### src/rtl/dp_alu_pkg.sv
// Package: shared opcode type and classification helpers for the data-processing ALU.
// Assumes the opcode numbering is fixed by the instruction decoder.
package dp_alu_pkg;

    typedef enum logic [3:0] {
        OP_AND = 4'd0,  OP_EOR = 4'd1,  OP_SUB = 4'd2,  OP_RSB = 4'd3,
        OP_ADD = 4'd4,  OP_ADC = 4'd5,  OP_SBC = 4'd6,  OP_RSC = 4'd7,
        OP_TST = 4'd8,  OP_TEQ = 4'd9,  OP_CMP = 4'd10, OP_CMN = 4'd11,
        OP_ORR = 4'd12, OP_MOV = 4'd13, OP_BIC = 4'd14, OP_MVN = 4'd15
    } dp_op_e;

    localparam int FLAG_N = 3;
    localparam int FLAG_Z = 2;
    localparam int FLAG_C = 1;
    localparam int FLAG_V = 0;

    // Compare-only opcodes occupy 8..11
    function automatic logic op_is_compare(input dp_op_e op);
        return (op inside {OP_TST, OP_TEQ, OP_CMP, OP_CMN});
    endfunction

    // Opcodes whose carry comes from the shifter
    function automatic logic op_is_logical(input dp_op_e op);
        return (op inside {OP_AND, OP_EOR, OP_TST, OP_TEQ,
                           OP_ORR, OP_MOV, OP_BIC, OP_MVN});
    endfunction

endpackage

### src/rtl/dp_adder.sv
// Module: dp_adder
// One carry-propagate adder shared by all arithmetic opcodes. Subtraction is
// done as x + ~y + carry_in, so carry-out directly means "no borrow".
// Assumes the caller ignores the outputs for logical opcodes.
module dp_adder
    import dp_alu_pkg::*;
#(
    parameter int WIDTH = 32
) (
    input  dp_op_e           op,
    input  logic [WIDTH-1:0] a,
    input  logic [WIDTH-1:0] b,
    input  logic             c_in,
    output logic [WIDTH-1:0] sum,
    output logic             c_out,
    output logic             v_out
);
    localparam int MSB = WIDTH - 1;

    logic [WIDTH-1:0] x, y;
    logic             ci;
    logic [WIDTH:0]   full;

    // Operand steering: pick addend order, inversion and carry-in per opcode
    always_comb begin
        x  = a;
        y  = b;
        ci = 1'b0;
        unique case (op)
            OP_SUB, OP_CMP: begin y = ~b; ci = 1'b1; end
            OP_SBC:         begin y = ~b; ci = c_in; end
            OP_RSB:         begin x = b; y = ~a; ci = 1'b1; end
            OP_RSC:         begin x = b; y = ~a; ci = c_in; end
            OP_ADC:         ci = c_in;
            default:        ci = 1'b0;
        endcase
    end

    // Single add with carry into the extra top bit
    always_comb begin
        full  = {1'b0, x} + {1'b0, y} + {{WIDTH{1'b0}}, ci};
        sum   = full[MSB:0];
        c_out = full[WIDTH];
        v_out = (x[MSB] == y[MSB]) && (sum[MSB] != x[MSB]);
    end

endmodule

### src/rtl/dp_logic.sv
// Module: dp_logic
// Bitwise unit for the logical and test opcodes.
// Assumes arithmetic opcodes take their result from dp_adder instead.
module dp_logic
    import dp_alu_pkg::*;
#(
    parameter int WIDTH = 32
) (
    input  dp_op_e           op,
    input  logic [WIDTH-1:0] a,
    input  logic [WIDTH-1:0] b,
    output logic [WIDTH-1:0] res
);
    // Bitwise function select
    always_comb begin
        unique case (op)
            OP_AND, OP_TST: res = a & b;
            OP_EOR, OP_TEQ: res = a ^ b;
            OP_ORR:         res = a | b;
            OP_MOV:         res = b;
            OP_BIC:         res = a & ~b;
            OP_MVN:         res = ~b;
            default:        res = '0;
        endcase
    end

endmodule

### src/rtl/dp_flag_ctl.sv
// Module: dp_flag_ctl
// Derives the next NZCV value, the writeback decision and the status-restore
// request. Assumes flags_in holds the architectural flags for this operation.
module dp_flag_ctl
    import dp_alu_pkg::*;
#(
    parameter int WIDTH  = 32,
    parameter int IDX_W  = 4,
    parameter int PC_IDX = 15
) (
    input  dp_op_e           op,
    input  logic             set_flags,
    input  logic [IDX_W-1:0] rd_idx,
    input  logic [WIDTH-1:0] res,
    input  logic             add_c,
    input  logic             add_v,
    input  logic             shift_c,
    input  logic [3:0]       flags_in,
    output logic [3:0]       flags_next,
    output logic             writes_rd,
    output logic             restore_req
);
    logic dest_is_pc;

    assign dest_is_pc = (rd_idx == IDX_W'(PC_IDX));

    // Writeback and restore decisions
    always_comb begin
        writes_rd   = !op_is_compare(op);
        restore_req = set_flags && dest_is_pc;
    end

    // Flag update: hold unless setting flags to a non-PC destination
    always_comb begin
        flags_next = flags_in;
        if (set_flags && !dest_is_pc) begin
            flags_next[FLAG_N] = res[WIDTH-1];
            flags_next[FLAG_Z] = (res == '0);
            if (op_is_logical(op)) begin
                flags_next[FLAG_C] = shift_c;
            end else begin
                flags_next[FLAG_C] = add_c;
                flags_next[FLAG_V] = add_v;
            end
        end
    end

endmodule

### src/rtl/dp_alu.sv
// Module: dp_alu (top)
// Data-processing ALU: combinational adder and logic units feed one output
// register stage. Assumes op_b and shift_carry already come from the shifter
// and that the caller applies the condition code before raising op_valid.
module dp_alu
    import dp_alu_pkg::*;
#(
    parameter int WIDTH  = 32,
    parameter int IDX_W  = 4,
    parameter int PC_IDX = 15
) (
    input  logic             clk,
    input  logic             rst_n,
    input  logic             op_valid,
    input  logic [3:0]       opcode,
    input  logic             set_flags,
    input  logic [WIDTH-1:0] op_a,
    input  logic [WIDTH-1:0] op_b,
    input  logic             shift_carry,
    input  logic [3:0]       flags_in,
    input  logic [IDX_W-1:0] rd_idx,
    output logic [WIDTH-1:0] result,
    output logic             rd_we,
    output logic [3:0]       flags_out,
    output logic             status_restore
);
    dp_op_e           op;
    logic [WIDTH-1:0] add_sum, log_res, res_sel;
    logic             add_c, add_v;
    logic [3:0]       flags_next;
    logic             writes_rd, restore_req;

    assign op = dp_op_e'(opcode);

    dp_adder #(.WIDTH(WIDTH)) u_adder (
        .op    (op),
        .a     (op_a),
        .b     (op_b),
        .c_in  (flags_in[FLAG_C]),
        .sum   (add_sum),
        .c_out (add_c),
        .v_out (add_v)
    );

    dp_logic #(.WIDTH(WIDTH)) u_logic (
        .op  (op),
        .a   (op_a),
        .b   (op_b),
        .res (log_res)
    );

    // Result select between the bitwise unit and the adder
    assign res_sel = op_is_logical(op) ? log_res : add_sum;

    dp_flag_ctl #(.WIDTH(WIDTH), .IDX_W(IDX_W), .PC_IDX(PC_IDX)) u_flags (
        .op          (op),
        .set_flags   (set_flags),
        .rd_idx      (rd_idx),
        .res         (res_sel),
        .add_c       (add_c),
        .add_v       (add_v),
        .shift_c     (shift_carry),
        .flags_in    (flags_in),
        .flags_next  (flags_next),
        .writes_rd   (writes_rd),
        .restore_req (restore_req)
    );

    // Output register stage with synchronous active-low reset
    always_ff @(posedge clk) begin
        if (!rst_n) begin
            result         <= '0;
            rd_we          <= 1'b0;
            flags_out      <= '0;
            status_restore <= 1'b0;
        end else begin
            result         <= res_sel;
            rd_we          <= op_valid && writes_rd;
            status_restore <= op_valid && restore_req;
            flags_out      <= op_valid ? flags_next : flags_in;
        end
    end

    // compare opcodes never strobe the destination
    a_r4_cmp_no_write: assert property (@(posedge clk) disable iff (!rst_n)
        (op_valid && opcode[3:2] == 2'b10) |=> !rd_we);

    // restore request leaves the flags as they came in
    a_r9_restore_holds_flags: assert property (@(posedge clk) disable iff (!rst_n)
        (op_valid && set_flags && rd_idx == IDX_W'(PC_IDX))
        |=> (status_restore && flags_out == $past(flags_in)));

    // flags pass through when set_flags is clear
    a_r10_no_s_hold: assert property (@(posedge clk) disable iff (!rst_n)
        (op_valid && !set_flags) |=> (flags_out == $past(flags_in) && !status_restore));

    // N and Z track the registered result on an update
    a_r5_nz_track: assert property (@(posedge clk) disable iff (!rst_n)
        (op_valid && set_flags && rd_idx != IDX_W'(PC_IDX))
        |=> (flags_out[FLAG_N] == result[WIDTH-1] && flags_out[FLAG_Z] == (result == '0)));

    // logical updates keep V and take the shifter carry
    a_r6_logic_cv: assert property (@(posedge clk) disable iff (!rst_n)
        (op_valid && set_flags && rd_idx != IDX_W'(PC_IDX) && op_is_logical(op))
        |=> (flags_out[FLAG_V] == $past(flags_in[FLAG_V]) &&
             flags_out[FLAG_C] == $past(shift_carry)));

    // an idle cycle produces no write and no restore
    a_r11_idle_quiet: assert property (@(posedge clk) disable iff (!rst_n)
        !op_valid |=> (!rd_we && !status_restore));

endmodule

### config.mk
export PLATFORM = sky130hd
export DESIGN_NAME = dp_alu
export DESIGN_NICKNAME = d
export VERILOG_FILES = /design/src/rtl/dp_alu_pkg.sv /design/src/rtl/dp_adder.sv /design/src/rtl/dp_logic.sv /design/src/rtl/dp_flag_ctl.sv /design/src/rtl/dp_alu.sv
export SDC_FILE = /design/constraint.sdc
export NUM_CORES = 1
export LEC_CHECK = 0
export ABC_AREA = 1
export BUFFER_PORTS_ARGS = -buffer_cell sky130_fd_sc_hd__buf_2
export CAP_MARGIN = 20
export CORE_MARGIN = 5
export CORE_UTILIZATION = 50
export CTS_BUF_LIST = sky130_fd_sc_hd__clkbuf_4
export CTS_CLUSTER_DIAMETER = 30
export DETAILED_ROUTE_END_ITERATION = 10
export PLACE_DENSITY_LB_ADDON = 0.12
export SLEW_MARGIN = 20
export SYNTH_ARGS = -nofsm -noshare
export SYNTH_HDL_FRONTEND = slang
export SYNTH_SLANG_ARGS = --single-unit
### constraint.sdc
create_clock -name clk -period 4.46 [get_ports clk]
set_input_delay 0.446 -clock clk [delete_from_list [all_inputs] [get_ports clk]]
set_output_delay 0.446 -clock clk [all_outputs]
set_load 0.05 [all_outputs]
==> results.ini <==
[global_route]
grt_pass1_wl_um = 39220
grt_usage = 0.2991
overflow = 0
first_global_vias = 7638
antenna_found_initial = 2
top_usage_layer = met1
use_met2 = 0.4228
grtUsageMet1 = 0.4593
grtUsageMet3 = 0.06305
grt_start_max_net_pins = 39

[timing]
tns_ps = 0
fin_crit_ps = 3477
setup_viol = 0
max_slew_margin = 0.3965
maxSlewViolCount = 0
hold_violations = 0
period_share = 0.7797
worst_slack_ps = 982.6
worst_pin_slew_ps = 904.2
rsz0062_at_grt = false
max_freq_mhz = 287.6

[synthesis]
synthCells = 1281
syn_nets = 1427
ys_warn_count = 0
ys_ff_latch = 38
synth_top_area_cell = nand2_1
syn_avg_cell_area_sq_um = 5.304
synth_area_leaders = nand2_1, inv_1, ha_1
synth.top_cell.area_share = 0.2387
ys_types = 40
ys_top_cells_by_count = nand2_1, inv_1, nor2_1
syn_area_sq_um = 6794
ys_seq_area_frac = 0.1120
yosysMostFrequentCell = nand2_1
synth_edf_count = 0
ys.flop_type = dfxtp_1
async_flop_share = 0

[clock_network]
cts_tree = done
root_buffer = clkbuf_4
post-cts-setup-buffer-count = 0
htreeDepth = 2
clk_pin_slew_worst_paths_ps = 100
cts_resized = 0
cts_made_buffers = 5
clock-sinks = 38
cts_hold_buf = 0
cts_buffer_depth = 2

[pwr]
internal-power_uw = 794.4
power.density_nw_per_um2 = 232.3
power.share.sequential = 0.221
p_switching_uw = 964.4
leakagePower_uw = 0.004255
clkPwrFrac = 0.091
ir_drop_mv = 0.09575
sw_frac_of_total = 0.5483
power_frac_comb = 0.688

[placed_design]
pre_cts_slack_ps = 674.6
routabilityCongestion = 1.004
portBuffers = 118
dp_hpwl_um = 20060

[worst_hold_path]
hp-class = in2reg
worstHoldPathCells = 3
holdCritStartpoint = set_flags
min_to = status_restore

[detailed_routing]
dr.first_iter.drc_count = 856
remaining_drc_errors = 0
wl_um = 24790
routedWlPerCell_um = 15.93
routed_via_density = 5.585
ant_nets = 0
vias = 8690
dr.pass1.iters = 5

[setup_path]
worst_setup_path_start_kind = input port
crit_path_end_kind = register
crit_type = in2reg
arrival_ps = 3750
cp_max_fo = 19
crit_required_ps = 4730

[floorplan]
fp.dieW_um = 126.6
die-height_um = 126.6
start_util = 0.5110
rows = 42
io_pins = 119
core_area_sq_um = 13300
die_area_sq_um = 16020

[final_layout]
synthToLayoutAreaGrowth_pct = 11.42
regArea_sq_um = 760.7
fill_cells = 1444
multi_input_area_sq_um = 5007
finalNetCount = 1525
drive_above_1_share = 0.1145
insertedDiodeCount = 0

[run_status]
status = finished clean

[flow_run]
maxCapViolCount = 0

-- per-layer routing --
metal / wire (um) / part of all wire
met5: 27 / 0.0011
met4: 393 / 0.016
met3: 3480 / 0.14
met2: 9757 / 0.39
met1: 11130 / 0.45
-- cells by family (layout without fill, tap and decap cells) --
kind of cell             Yosys count  in the layout  synth area share
AND/OR/NAND/NOR                  684            684            0.4101
buffers and inverters            261            360            0.1529
AO/OA/AOI/OAI                    233            233            0.2031
adder cells (fa/ha/maj)           65             65            0.1219
flip-flops                        38             38            0.1120
-- registers in the layout, indices dropped and copies added, names as in the netlist --
| name | cells |
|---|---|
| flags_out | 4 |
| rd_we | 1 |
| result | 32 |
| status_restore | 1 |
-- layout by cell type, fill, tap and decap left out, types with 5 or more instances in the layout --
cell type and n:
nor3_1 8, buf_4 15, nor2_1 119, dfxtp_1 38, nand3b_1 7, a21oi_1 56
ha_1 63, nand2_1 432, o221ai_1 31, inv_1 215, nor2_2 5, a211oi_1 6
o21ai_1 17, nand4_1 13, nand3_1 89, o21ai_0 92, clkbuf_4 5, o22ai_1 11
buf_2 118, o211ai_1 8
-- worst max-delay path, stage by stage --
cell,delay [ps]
buf_2,170
inv_1,110
nand2_1,130
nor2_2,210
nor2_1,80
inv_1,80
buf_4,250
o221ai_1,150
ha_1,460
nand2_1,140
nor2_1,260
nand2_1,130
inv_1,70
nand2_1,70
nand2_1,120
nand2_1,70
nand2_1,100
nand2_1,60
nand3_1,70
nand2_1,60
inv_1,80
nand2_1,50
nor2_1,100
nand2_1,60
nor2_1,100
nor2_1,40
nor2_1,80
-- worst max-delay path by stage --
stage / from / cells past startpoint / to / slack, ps
finish: opcode[0] / 27 / flags_out[2] / 980
global route: opcode[0] / 27 / flags_out[2] / 570
CTS: opcode[0] / 27 / flags_out[2] / 1030
detailed placement: opcode[0] / 27 / flags_out[2] / 670
global placement: opcode[0] / 25 / flags_out[2] / 690
floorplan: opcode[0] / 27 / flags_out[2] / 910
-- power by group through the flow --
stage,registers [uW],logic [uW],clock network (uW)
after CTS,389,1180,168
final,389,1210,160
after detailed placement,397,1180,0
after global routing,394,1340,185
after floorplan,550,690,0
after global placement,397,1170,0
-- cell type report --
class | instances | area share
clock inverter | 3 | 0.002149
tap | 176 | 0.02909
inverter | 219 | 0.1089
clock buffer | 5 | 0.004959
multi-input combinational | 982 | 0.6615
sequential | 38 | 0.1005
timing repair buffer | 133 | 0.09289
-- per-stage QoR --
step	area [sq um]	instances	power (uW)	hold slack, ps	utilization
final	7570	1556	1759	356.7	0.5694
after detailed placement	7516	1548	1577	697.3	0.5653
after global placement	7516	1548	1569	692.1	0.5653
after floorplan	6794	1281	1240	537.1	-
after CTS	7570	1556	1741	336.2	0.5694
after global routing	7570	1556	1918	329.7	0.5694
(Power assumes the default switching activity.)
